File: config.mk
export PLATFORM = sky130hd
export DESIGN_NAME = dmab_unit
export DESIGN_NICKNAME = d
export VERILOG_FILES = /design/src/rtl/dmab_pkg.sv /design/src/rtl/dmab_match.sv /design/src/rtl/dmab_counter.sv /design/src/rtl/dmab_fire.sv /design/src/rtl/dmab_unit.sv
export SDC_FILE = /design/constraint.sdc
export NUM_CORES = 1
export LEC_CHECK = 0
export BUFFER_PORTS_ARGS = -buffer_cell sky130_fd_sc_hd__buf_4
export CAP_MARGIN = 20
export CORE_MARGIN = 2
export CORE_UTILIZATION = 43
export DETAILED_ROUTE_END_ITERATION = 8
export PLACE_DENSITY = 0.85
export SLEW_MARGIN = 20
export SYNTH_ARGS = -nofsm -noshare
export SYNTH_HDL_FRONTEND = slang
export SYNTH_HIERARCHICAL = 1
export SYNTH_SLANG_ARGS = --single-unit
File: constraint.sdc
create_clock -name clk -period 4.5 [get_ports clk]
set_input_delay 0.675 -clock clk [delete_from_list [all_inputs] [get_ports clk]]
set_output_delay 0.675 -clock clk [all_outputs]
set_load 0.01 [all_outputs]
File: src/rtl/dmab_pkg.sv
package dmab_pkg;

    localparam int DMAB_ADDR_W = 16;
    localparam int DMAB_CNT_W  = 8;

    typedef enum logic [1:0] {
        KIND_NONE  = 2'b00,
        KIND_READ  = 2'b01,
        KIND_WRITE = 2'b10,
        KIND_ANY   = 2'b11
    } acc_kind_e;

    typedef struct packed {
        logic armed;
        logic pending;
    } ctl_state_t;

    function automatic logic kind_accepts(input acc_kind_e kind, input logic is_write);
        case (kind)
            KIND_READ:  return !is_write;
            KIND_WRITE: return is_write;
            KIND_ANY:   return 1'b1;
            default:    return 1'b0;
        endcase
    endfunction

endpackage

File: src/rtl/dmab_match.sv
module dmab_match
    import dmab_pkg::*;
#(
    parameter int ADDR_W = DMAB_ADDR_W
) (
    input  logic              acc_valid_i,
    input  logic              acc_write_i,
    input  logic [ADDR_W-1:0] acc_addr_i,
    input  logic [ADDR_W-1:0] cfg_addr_i,
    input  logic [ADDR_W-1:0] cfg_mask_i,
    input  logic [1:0]        cfg_kind_i,
    output logic              hit_o
);
    logic [ADDR_W-1:0] bit_ok;
    logic              type_ok;

    for (genvar b = 0; b < ADDR_W; b++) begin : g_bit
        assign bit_ok[b] = cfg_mask_i[b] | (acc_addr_i[b] == cfg_addr_i[b]);
    end

    always_comb begin
        type_ok = kind_accepts(acc_kind_e'(cfg_kind_i), acc_write_i);
        hit_o   = acc_valid_i && type_ok && (&bit_ok);
    end
endmodule

File: src/rtl/dmab_counter.sv
module dmab_counter
    import dmab_pkg::*;
#(
    parameter int CNT_W = DMAB_CNT_W
) (
    input  logic             clk,
    input  logic             rst,
    input  logic             arm_i,
    input  logic [CNT_W-1:0] cfg_count_i,
    input  logic             hit_i,
    output logic             armed_o,
    output logic             final_o
);
    localparam logic [CNT_W-1:0] ONE = CNT_W'(1);

    logic [CNT_W-1:0] remain_q;
    logic             armed_q;
    logic [CNT_W-1:0] load_val;

    always_comb begin
        load_val = (cfg_count_i == '0) ? ONE : cfg_count_i;
        final_o  = armed_q && hit_i && !arm_i && (remain_q == ONE);
    end

    always_ff @(posedge clk) begin
        if (rst) begin
            armed_q  <= 1'b0;
            remain_q <= '0;
        end else if (arm_i) begin
            armed_q  <= 1'b1;
            remain_q <= load_val;
        end else if (armed_q && hit_i) begin
            if (remain_q == ONE) armed_q <= 1'b0;
            else                 remain_q <= remain_q - ONE;
        end
    end

    assign armed_o = armed_q;

    assert_disarm_after_final_R6: assert property (@(posedge clk) disable iff (rst)
        final_o |=> !armed_q);
    assert_count_nonzero_R4: assert property (@(posedge clk) disable iff (rst)
        armed_q |-> (remain_q != '0));
    assert_arm_sets_armed_R7: assert property (@(posedge clk) disable iff (rst)
        arm_i |=> armed_q);
endmodule

File: src/rtl/dmab_fire.sv
module dmab_fire
    import dmab_pkg::*;
(
    input  logic clk,
    input  logic rst,
    input  logic arm_i,
    input  logic final_i,
    input  logic retire_i,
    output logic break_o
);
    ctl_state_t st_q;
    logic       brk_q;

    always_ff @(posedge clk) begin
        if (rst) begin
            st_q  <= '0;
            brk_q <= 1'b0;
        end else begin
            brk_q      <= st_q.pending && retire_i;
            st_q.armed <= 1'b0;
            if (arm_i)                          st_q.pending <= 1'b0;
            else if (final_i)                   st_q.pending <= 1'b1;
            else if (st_q.pending && retire_i)  st_q.pending <= 1'b0;
        end
    end

    assign break_o = brk_q;

    assert_pulse_single_R5: assert property (@(posedge clk) disable iff (rst)
        brk_q |=> !brk_q);
    assert_no_fire_same_cycle_R5: assert property (@(posedge clk) disable iff (rst)
        final_i |=> !brk_q);
endmodule

File: src/rtl/dmab_unit.sv
module dmab_unit
    import dmab_pkg::*;
#(
    parameter int ADDR_W = DMAB_ADDR_W,
    parameter int CNT_W  = DMAB_CNT_W
) (
    input  logic              clk,
    input  logic              rst,
    input  logic              arm_i,
    input  logic [ADDR_W-1:0] cfg_addr_i,
    input  logic [ADDR_W-1:0] cfg_mask_i,
    input  logic [1:0]        cfg_kind_i,
    input  logic [CNT_W-1:0]  cfg_count_i,
    input  logic              retire_i,
    input  logic              acc_valid_i,
    input  logic              acc_write_i,
    input  logic [ADDR_W-1:0] acc_addr_i,
    output logic              break_o
);
    logic hit;
    logic armed;
    logic final_hit;

    dmab_match #(.ADDR_W(ADDR_W)) u_match (
        .acc_valid_i (acc_valid_i),
        .acc_write_i (acc_write_i),
        .acc_addr_i  (acc_addr_i),
        .cfg_addr_i  (cfg_addr_i),
        .cfg_mask_i  (cfg_mask_i),
        .cfg_kind_i  (cfg_kind_i),
        .hit_o       (hit)
    );

    dmab_counter #(.CNT_W(CNT_W)) u_counter (
        .clk         (clk),
        .rst         (rst),
        .arm_i       (arm_i),
        .cfg_count_i (cfg_count_i),
        .hit_i       (hit),
        .armed_o     (armed),
        .final_o     (final_hit)
    );

    dmab_fire u_fire (
        .clk      (clk),
        .rst      (rst),
        .arm_i    (arm_i),
        .final_i  (final_hit),
        .retire_i (retire_i),
        .break_o  (break_o)
    );

    assert_break_after_retire_R5: assert property (@(posedge clk) disable iff (rst)
        break_o |-> $past(retire_i));
    assert_type_filter_R3: assert property (@(posedge clk) disable iff (rst)
        (acc_valid_i && cfg_kind_i == KIND_NONE) |-> !hit);
    assert_idle_when_disarmed_R9: assert property (@(posedge clk) disable iff (rst)
        (!armed && !arm_i) |=> !armed);
    assert_reset_quiet_R8: assert property (@(posedge clk)
        rst |=> !break_o);
endmodule

==> flow_summary.yaml, run 1 <==
synthesis:
  postSynthCellCount: 105
  synth_cell_types: 35
  syn_area_sq_um: 881
  ys_seq_area_frac: 0.250
  synth_warnings: 6
  ys_seq_elements: 11
  syn_nets: 171
  ys.flop_type: "dfxtp_1"
  synth_edf_count: 0
  synthArstFlopShare: 0
  avgSynthCellArea_sq_um: 8.39
grt:
  grt_pass1_vias: 1066
  antenna_found_initial: 0
  track_usage: 0.247
  grt_busiest_layer: "met2"
  grt_max_degree: 14
  grt_pass1_wl_microns: 4540
  grtUsageMet1: 0.242
  grt_use_met2: 0.480
  grt_use_met3: 0.0675
  overflow: 0
placed_design:
  numPortBuffers: 64
  pre_cts_ws_ns: 1.62
  gp_congestion: 0.767
  dp_hpwl_microns: 2310
finish:
  n_antenna_cell: 0
  regArea_sq_um: 220
  final_common_cell: "buf_4"
  final_layout_size_suffix_gt1_frac: 0.439
  layout_common_cells: "buf_4 (64), xnor2_1 (19), dfxtp_1 (11), nor2_1 (10), o22ai_1 (7)"
  multiInputGateArea_sq_um: 631
  fin_util: 0.728
  nets: 238
  area_delta_synth_final_pct: 60.5
  n_fill_cell: 152
timing:
  tightest_slew_ns: 0.392
  fin_skew_ns: 0.00238
  post-route-period-util: 0.591
  max_slew_margin: 0.737
  fmax_mhz: 376
  hold_viol: 0
  timing.final.crit_period_ns: 2.66
  drv_slew: 0
  rsz0062_at_grt: "false"
  fin_setup_tns_ns: 0
  fin_ws_ns: 1.84
  report.final.setup_viol: 0
clocking:
  clock_latency_ns: 0.28
  cts_tree: "yes"
  postCtsSetupBuffers: 0
  clk_pin_slew_ns: 0.07
  cts_buffers: 3
  htree_levels: 1
  hold_buffers: 0
  clockBufferDepth: 2
  cts_root_buf: "clkbuf_4"
  cts_sinks: 11
  ctsResizeCount: 0
setup_path:
  timing.rr.start: "u_counter/remain_q[0]"
  worstPathArrival_ns: 2.86
  worstRegToRegCells: 6
  path_class: "in2reg"
  critPathMaxFanout: 5
  crit_chain: "buf_4, xnor2_1, o22ai_1, or4_1, nor4_2, nand2_1, nor4_1, nand3b_1, a311oi_1"
  r2r-end: "u_counter/remain_q[6]"
  crit_slowest_cell: "or4_1"
  regToRegSetupSlack_ns: 2.77
  crit_path_max_incr_delay_ns: 0.50
  startpoint_type: "input port"
  end_kind: "register"
  cp.required_ns: 4.70
routing:
  first_iter_violations: 20
  wire_per_inst_microns: 13.5
  vias: 1031
  first_pass_iters: 4
  drc_errors: 0
  drtAntennaViolNets: 0
  wl_microns: 2680
  vias_per_cell: 5.21
floorplan:
  die_height_microns: 49.3
  initial_core_util: 0.454
  ios: 65
  row_count: 16
  die_area_sq_um: 2430
  coreArea_sq_um: 1940
  die_x_microns: 49.3
pwr:
  ir_drop_uv: 179
  power_w: 0.000279
  power_density_nw_per_um2: 197
  p_leak_nw: 0.598
min_path:
  hold_path.class: "reg2reg"
  worst_hold_path.endpoint: "u_fire/break_o"
  hold_path_startpoint: "u_fire/st_q[0]"
  whs_path_depth: 2
flow_run:
  max_cap_viol_count: 0
run_status:
  status: "complete, no violations"
==> layer usage <==
layer  vias to the layer above  routed length [microns]
met5                         -                        0
met4                         0                       70
met3                         9                       96
met2                        25                     1570
met1                       478                      944
li1                        519                        -
==> worst max-delay path, delay by kind of cell <==
kind                      cells  cell delay, ns
AOI/OAI and AO/OA             2            0.37
xor gates and xnor gates      1            0.18
buffers and inverters         1            0.11
and+or+nand+nor               5            1.52
==> power breakdown <==
part	switching [W]	internal, W	total [W]
registers	0.00000754	0.000103	0.000110
logic	0.0000355	0.0000612	0.0000967
clock network	0.0000375	0.0000345	0.0000720
==> how the worst max path moves through the flow <==
stage,start,end,slack [ns],cells after the start
2_1_floorplan,cfg_addr_i[3],u_counter/remain_q[5],1.89,8
3_3_place_gp,cfg_addr_i[3],u_counter/remain_q[5],1.65,9
3_5_place_dp,cfg_addr_i[2],u_counter/remain_q[5],1.62,9
4_1_cts,cfg_addr_i[2],u_counter/remain_q[6],1.88,9
5_1_grt,cfg_addr_i[3],u_counter/remain_q[5],1.68,9
6_report,cfg_addr_i[2],u_counter/remain_q[6],1.84,9
==> cells by family (layout without fill, tap and decap cells) <==
logic type,after synthesis,after routing,synth area share
adder cells (fa/ha/maj),2,2,0.0284
flip-flops,11,11,0.250
XOR/XNOR,19,19,0.189
AND/OR/NAND/NOR,36,36,0.243
multiplexers,3,3,0.0355
buffers and inverters,8,74,0.0341
AO/OA/AOI/OAI,26,26,0.220
==> cell type report <==
class	instances	share of cell area
repair buffers	64	0.340
flip-flops and latches	11	0.156
clock buffers	4	0.0186
well taps	27	0.0239
multi-input cells	86	0.446
inverters	6	0.0159
==> cells in the mapped netlist (3+ instances only) <==
library cell / instances / area [sq um]
xnor2_1: 19 / 166
o22ai_1: 7 / 43.8
dfxtp_1: 11 / 220
a21oi_1: 6 / 30.0
nor3_1: 5 / 25.0
a211oi_2: 3 / 37.5
nand2_1: 5 / 18.8
nor2_1: 10 / 37.5
a211oi_1: 3 / 22.5
inv_1: 5 / 18.8
==> registers in the layout, indices dropped and copies added, names as in the netlist <==
register and count:
u_counter/armed_o 1, u_counter/remain_q 8, u_fire/break_o 1, u_fire/st_q 1
==> metrics by stage <==
stage	area, sq um	hold WS, ns	instances
global placement	1390	0.409	194
detailed placement	1390	0.421	194
CTS	1410	0.433	198
floorplan	881	0.405	105
finish	1410	0.437	198
global route	1410	0.446	198
No activity file was read; power rests on OpenSTA's default activity.
==> run 2, diff against run 1 <==
--- a/config.mk
+++ b/config.mk
@@ -5,12 +5,13 @@
 export SDC_FILE = /design/constraint.sdc
 export NUM_CORES = 1
 export LEC_CHECK = 0
+export ABC_AREA = 1
 export BUFFER_PORTS_ARGS = -buffer_cell sky130_fd_sc_hd__buf_4
 export CAP_MARGIN = 20
 export CORE_MARGIN = 2
-export CORE_UTILIZATION = 43
+export CORE_UTILIZATION = 44
 export DETAILED_ROUTE_END_ITERATION = 8
-export PLACE_DENSITY = 0.85
+export PLACE_DENSITY = 0.8
 export SLEW_MARGIN = 20
 export SYNTH_ARGS = -nofsm -noshare
 export SYNTH_HDL_FRONTEND = slang
==> constraint.sdc (replaced) <==
create_clock -name clk -period 2.7 [get_ports clk]
set_input_delay 0.405 -clock clk [delete_from_list [all_inputs] [get_ports clk]]
set_output_delay 0.405 -clock clk [all_outputs]
set_load 0.01 [all_outputs]
==> flow_summary.yaml, run 2 <==
finish:
  postLayoutCellArea_sq_um: 1640
  layout_common_cells: "nand2_1 (68), buf_4 (64), inv_1 (41), nor2_1 (35), nand3_1 (13)"
  final_layout_size_suffix_gt1_frac: 0.286
  final_common_cell: "nand2_1"
  area_delta_synth_final_pct: 46.0
  regMostFlops: "u_counter/remain_q"
  largest_reg_flops: 8
  final_cells: 310
  nets: 347
  n_antenna_cell: 0
synthesis:
  syn_area_sq_um: 1120
  postSynthCellCount: 215
  synth_warnings: 6
  avgSynthCellArea_sq_um: 5.22
  synthArstFlopShare: 0
  synth_cell_types: 20
  synthTopCellsByArea: "nand2_1 (23%), dfxtp_1 (20%), inv_1 (14%), nor2_1 (12%), nand3_1 (5.8%)"
  synth_edf_count: 0
  yosysTopAreaCell: "nand2_1"
  ys.flop_type: "dfxtp_1"
  ys_seq_area_frac: 0.196
  synth.most_common_cell: "nand2_1"
  synth_top_area_share: 0.227
  ys_seq_elements: 11
  syn_nets: 281
  synthTopCellsByCount: "nand2_1 (68), inv_1 (41), nor2_1 (35)"
pwr:
  ir_drop_uv: 248
  power_density_nw_per_um2: 315
  p_leak_nw: 0.951
  combPwrFrac: 0.416
  power_frac_clock: 0.228
  power_w: 0.000517
  seq_power_share: 0.356
  netSwitchingPower_w: 0.000176
  switching_share: 0.341
  intPower_w: 0.000341
setup_path:
  crit_slowest_cell: "or2_0"
  worst-path-stages: 15
  timing.rr.start: "u_counter/remain_q[0]"
  critical_path_buf_inv_count: 2
  crit_family: "simple AND/OR/NAND/NOR gates"
  r2r-end: "u_counter/remain_q[0]"
  path_class: "in2reg"
  cp.required_ns: 2.92
  regToRegSetupSlack_ns: 1.11
  end_kind: "register"
  worstRegToRegCells: 8
  critPathMaxFanout: 11
  startpoint_type: "input port"
  crit_path_frequent_cell: "nand2_1"
  crit_path_max_incr_delay_ns: 0.20
  worstPathArrival_ns: 1.83
  crit_chain: "buf_4, or2_0, nand2_1, nand2_1, nor2_2, nand3_1, nor2_1, nand2_1, nand2_1, nand2_2, inv_1, nand2_1, nand2_1, nand2_1, nor2_1"
timing:
  rsz0062_at_grt: "false"
  fin_skew_ns: 0.00958
  drv_slew: 0
  fmax_mhz: 620
  max_slew_margin: 0.806
  report.final.setup_viol: 0
  whs_ns: 0.346
  post-route-period-util: 0.598
  fin_setup_tns_ns: 0
  tightest_slew_ns: 0.290
  timing.final.crit_period_ns: 1.61
  hold_viol: 0
grt:
  grt_max_degree: 14
  grt_pass1_wl_microns: 4730
  overflow: 0
  grt_pass1_vias: 1281
  antenna_found_initial: 0
  track_usage: 0.214
min_path:
  whs_path_depth: 2
  hold_path.class: "in2reg"
  hold_path_startpoint: "rst"
  worst_hold_path.endpoint: "u_counter/remain_q[4]"
routing:
  drc_errors: 0
  drtAntennaViolNets: 0
  vias_per_cell: 4.60
  wire_per_inst_microns: 9.71
  first_pass_iters: 4
  first_iter_violations: 51
  vias: 1427
  wl_microns: 3010
clocking:
  clockBufferDepth: 2
  cts_buffers: 3
  cts_tree: "yes"
  hold_buffers: 0
  clock_latency_ns: 0.28
  cts_sinks: 11
  ctsResizeCount: 0
  clk_pin_slew_ns: 0.08
  postCtsSetupBuffers: 0
  htree_levels: 1
  cts_root_buf: "clkbuf_4"
placed_design:
  numPortBuffers: 64
  placed_area_sq_um: 1610
  gp_congestion: 0.844
  post-place-cells: 306
  dp_hpwl_microns: 2480
floorplan:
  die_area_sq_um: 2970
  die_x_microns: 54.5
  ios: 65
  initial_core_util: 0.457
  die_height_microns: 54.5
  coreArea_sq_um: 2450
  row_count: 18
run_status:
  status: "complete, no violations"
flow_run:
  max_cap_viol_count: 0
-- run 2: cell types whose count changed in the layout (fill, tap and decap cells not counted), sizes merged, moves of 4 or more --
cell / before / now
nand2: 5 / 72
inv: 5 / 42
nor2: 10 / 40
xnor2: 19 / 0
nand3: 2 / 14
o21ai: 1 / 11
a21oi: 6 / 13
o22ai: 7 / 0
a211oi: 6 / 0
nor4: 4 / 0
-- run 2: cells by family after synthesis --
kind of cell / after synthesis / share of synthesized area
simple gates: 133 / 0.501
buf+inv: 45 / 0.167
compound gates: 24 / 0.114
flops: 11 / 0.196
fa+ha+maj: 2 / 0.0223
-- run 2: per-layer routing --
layer,part of all wire,global-route usage,wire length (microns),up-vias
met3,0.097,0.0546,291,4
met2,0.49,0.386,1470,70
met1,0.41,0.249,1230,578
met5,0,0,0,-
met4,0.0076,0.0542,23,0
li1,-,-,-,775
-- run 2: area by class of cell --
type / instances / area [sq um]
Fill cell: 224 / 816
Inverter: 42 / 160
Multi-Input combinational cell: 159 / 714
Sequential cell: 11 / 220
Timing Repair Buffer: 64 / 480
Tap cell: 30 / 37.5
Clock buffer: 4 / 26.3
-- run 2: power groups by stage --
stage | logic (W) | registers [W] | clock network (W)
after global routing | 0.000244 | 0.000185 | 0.000125
after floorplan | 0.000121 | 0.000184 | 0
after global placement | 0.000210 | 0.000187 | 0
after detailed placement | 0.000213 | 0.000187 | 0
after CTS | 0.000215 | 0.000183 | 0.000119
final | 0.000215 | 0.000184 | 0.000118
-- run 2: per-stage QoR --
step / setup slack, ns / utilization
after floorplan: 1.18 / -
after global placement: 0.865 / 0.657
after detailed placement: 0.814 / 0.657
after CTS: 1.10 / 0.668
after global routing: 0.840 / 0.668
final: 1.09 / 0.668
-- run 2: how the worst max path moves through the flow --
stage	end	start
floorplan	u_counter/remain_q[4]	cfg_addr_i[5]
global route	u_counter/remain_q[6]	cfg_addr_i[5]
finish	u_counter/remain_q[6]	cfg_addr_i[5]
CTS	u_counter/remain_q[6]	cfg_addr_i[5]
global placement	u_counter/remain_q[6]	cfg_addr_i[5]
detailed placement	u_counter/remain_q[6]	cfg_addr_i[5]
-- run 2: worst register-to-register path, delay by kind of cell (launching register included) --
kind | cells | cell delay [ns]
AOI/OAI and AO/OA | 1 | 0.18
DFF | 1 | 0.43
buffers and inverters | 1 | 0.16
and+or+nand+nor | 5 | 0.54
adders and majority gates | 1 | 0.18
==> run 3, diff against run 2 <==
--- a/config.mk
+++ b/config.mk
@@ -5,11 +5,11 @@
 export SDC_FILE = /design/constraint.sdc
 export NUM_CORES = 1
 export LEC_CHECK = 0
-export ABC_AREA = 1
+export ABC_AREA = 0
 export BUFFER_PORTS_ARGS = -buffer_cell sky130_fd_sc_hd__buf_4
 export CAP_MARGIN = 20
 export CORE_MARGIN = 2
-export CORE_UTILIZATION = 44
+export CORE_UTILIZATION = 40
 export DETAILED_ROUTE_END_ITERATION = 8
 export PLACE_DENSITY = 0.8
 export SLEW_MARGIN = 20
==> constraint.sdc (replaced) <==
create_clock -name clk -period 1.65 [get_ports clk]
set_input_delay 0.2475 -clock clk [delete_from_list [all_inputs] [get_ports clk]]
set_output_delay 0.2475 -clock clk [all_outputs]
set_load 0.01 [all_outputs]
==> flow_summary.yaml, run 3 (synthesis results as in run 1) <==
clocking:
  clockBufferDepth: 2
  cts_sinks: 11
  clock_latency_ns: 0.27
  cts_tree: "yes"
  htree_levels: 1
  cts_buffers: 3
  clk_pin_slew_ns: 0.07
  hold_buffers: 0
  cts_root_buf: "clkbuf_4"
min_path:
  hold_path.class: "in2reg"
  hold_path_startpoint: "retire_i"
pwr:
  switching_share: 0.300
  seq_power_share: 0.375
  netSwitchingPower_w: 0.000244
  combPwrFrac: 0.394
  power_density_nw_per_um2: 499
  intPower_w: 0.000571
  p_leak_nw: 0.696
  power_frac_clock: 0.231
  ir_drop_uv: 461
floorplan:
  coreArea_sq_um: 2020
  ios: 65
  row_count: 16
  initial_core_util: 0.436
  die_height_microns: 50.9
  die_x_microns: 50.9
  die_area_sq_um: 2590
routing:
  vias_per_cell: 5.21
  wire_per_inst_microns: 15.4
  first_pass_iters: 4
  vias: 1074
  wl_microns: 3170
  drtAntennaViolNets: 0
  drc_errors: 0
  first_iter_violations: 12
placed_design:
  numPortBuffers: 64
  gp_congestion: 0.846
  dp_hpwl_microns: 2270
run_status:
  violations: "negative setup slack"
  status: "finished, violations left"
grt:
  overflow: 0
  grt_pass1_wl_microns: 4920
  grt_max_degree: 14
  antenna_found_initial: 0
  track_usage: 0.254
  grt_pass1_vias: 1100
setup_path:
  end_kind: "register"
  path_class: "in2reg"
  critPathMaxFanout: 4
  timing.rr.start: "u_counter/remain_q[0]"
  startpoint_type: "input port"
  worstPathArrival_ns: 2.17
  cp.required_ns: 1.85
  critPathLaunch: "cfg_addr_i[3]"
timing:
  fin_skew_ns: 0.000569
  report.final.setup_viol: 10
  drv_slew: 0
  post-route-period-util: 1.20
  tightest_slew_ns: 0.589
  hold_viol: 0
  timing.final.crit_period_ns: 1.98
  fin_ws_ns: -0.325
  max_slew_margin: 0.605
  whs_ns: 0.204
  rsz0062_at_grt: "true"
  fmax_mhz: 506
flow_run:
  max_cap_viol_count: 0
finish:
  final_common_cell: "buf_4"
  largest_reg_flops: 8
  fin_util: 0.808
  n_antenna_cell: 0
  nets: 246
  layout_common_cells: "buf_4 (66), xnor2_1 (12), dfxtp_1 (11), nor2_1 (10)"
  area_delta_synth_final_pct: 85.5
  regMostFlops: "u_counter/remain_q"
  n_fill_cell: 137
  final_layout_size_suffix_gt1_frac: 0.553
-- run 3: path summary, 6_finish.rpt --
check / depth (start not counted) / endpoint / slack [ns]
worst max register to register: 6 / u_counter/remain_q[6] / -0.11
worst max-delay path: 10 / u_counter/remain_q[3] / -0.33
worst min-delay path: 3 / u_fire/break_o / 0.20
worst min register to register: 2 / u_fire/break_o / 0.42
-- run 3: what timing repair did --
| action | CTS | global route |
|---|---|---|
| pin swaps | 14 | 7 |
| cloned | 0 | 0 |
| setup buffers | 3 | 2 |
| resized for setup | 10 | 9 |
| endpoints found under the setup margin | 10 | 10 |
-- run 3: final cells by class --
cell class                      count  area [sq um]  area share
Timing Repair Buffer               72           563       0.345
Inverter                            6          22.5      0.0138
Sequential cell                    11           220       0.135
Multi-Input combinational cell     86           768       0.470
Clock buffer                        4          26.3      0.0161
Tap cell                           27          33.8      0.0207
-- run 3: metal layers --
layer	up-vias	wire length (microns)	GRT usage
met5	-	0	0
met4	0	40	0.0946
met1	510	1160	0.259
li1	535	-	-
met2	25	1860	0.498
met3	4	108	0.0526
-- run 3: stage by stage --
stage                     TNS, ns  std cells  setup slack (ns)  power, W  area [sq um]
after floorplan             -2.64        105            -0.451  0.000437           930
after global placement      -4.69        198            -0.587  0.000581          1470
after detailed placement    -5.26        198            -0.662  0.000589          1470
after CTS                   -1.60        204            -0.237  0.000794          1560
after global routing        -3.41        206            -0.407  0.000853          1630
final                       -2.14        206            -0.325  0.000816          1630
-- run 3: power by group through the flow --
| stage | logic (W) | clock network [W] | registers, W |
|---|---|---|---|
| floorplan | 0.000134 | 0 | 0.000304 |
| global placement | 0.000274 | 0 | 0.000307 |
| detailed placement | 0.000281 | 0 | 0.000308 |
| CTS | 0.000296 | 0.000195 | 0.000303 |
| global route | 0.000346 | 0.000200 | 0.000307 |
| finish | 0.000322 | 0.000188 | 0.000306 |
-- run 3: critical path, cell delays in order --
cell	delay [ns]
buf_4	0.12
xnor2_2	0.15
o22ai_1	0.09
or4_4	0.55
nor4_4	0.19
nand2_2	0.15
a211oi_4	0.25
buf_4	0.18
xnor2_2	0.07
a211oi_2	0.18
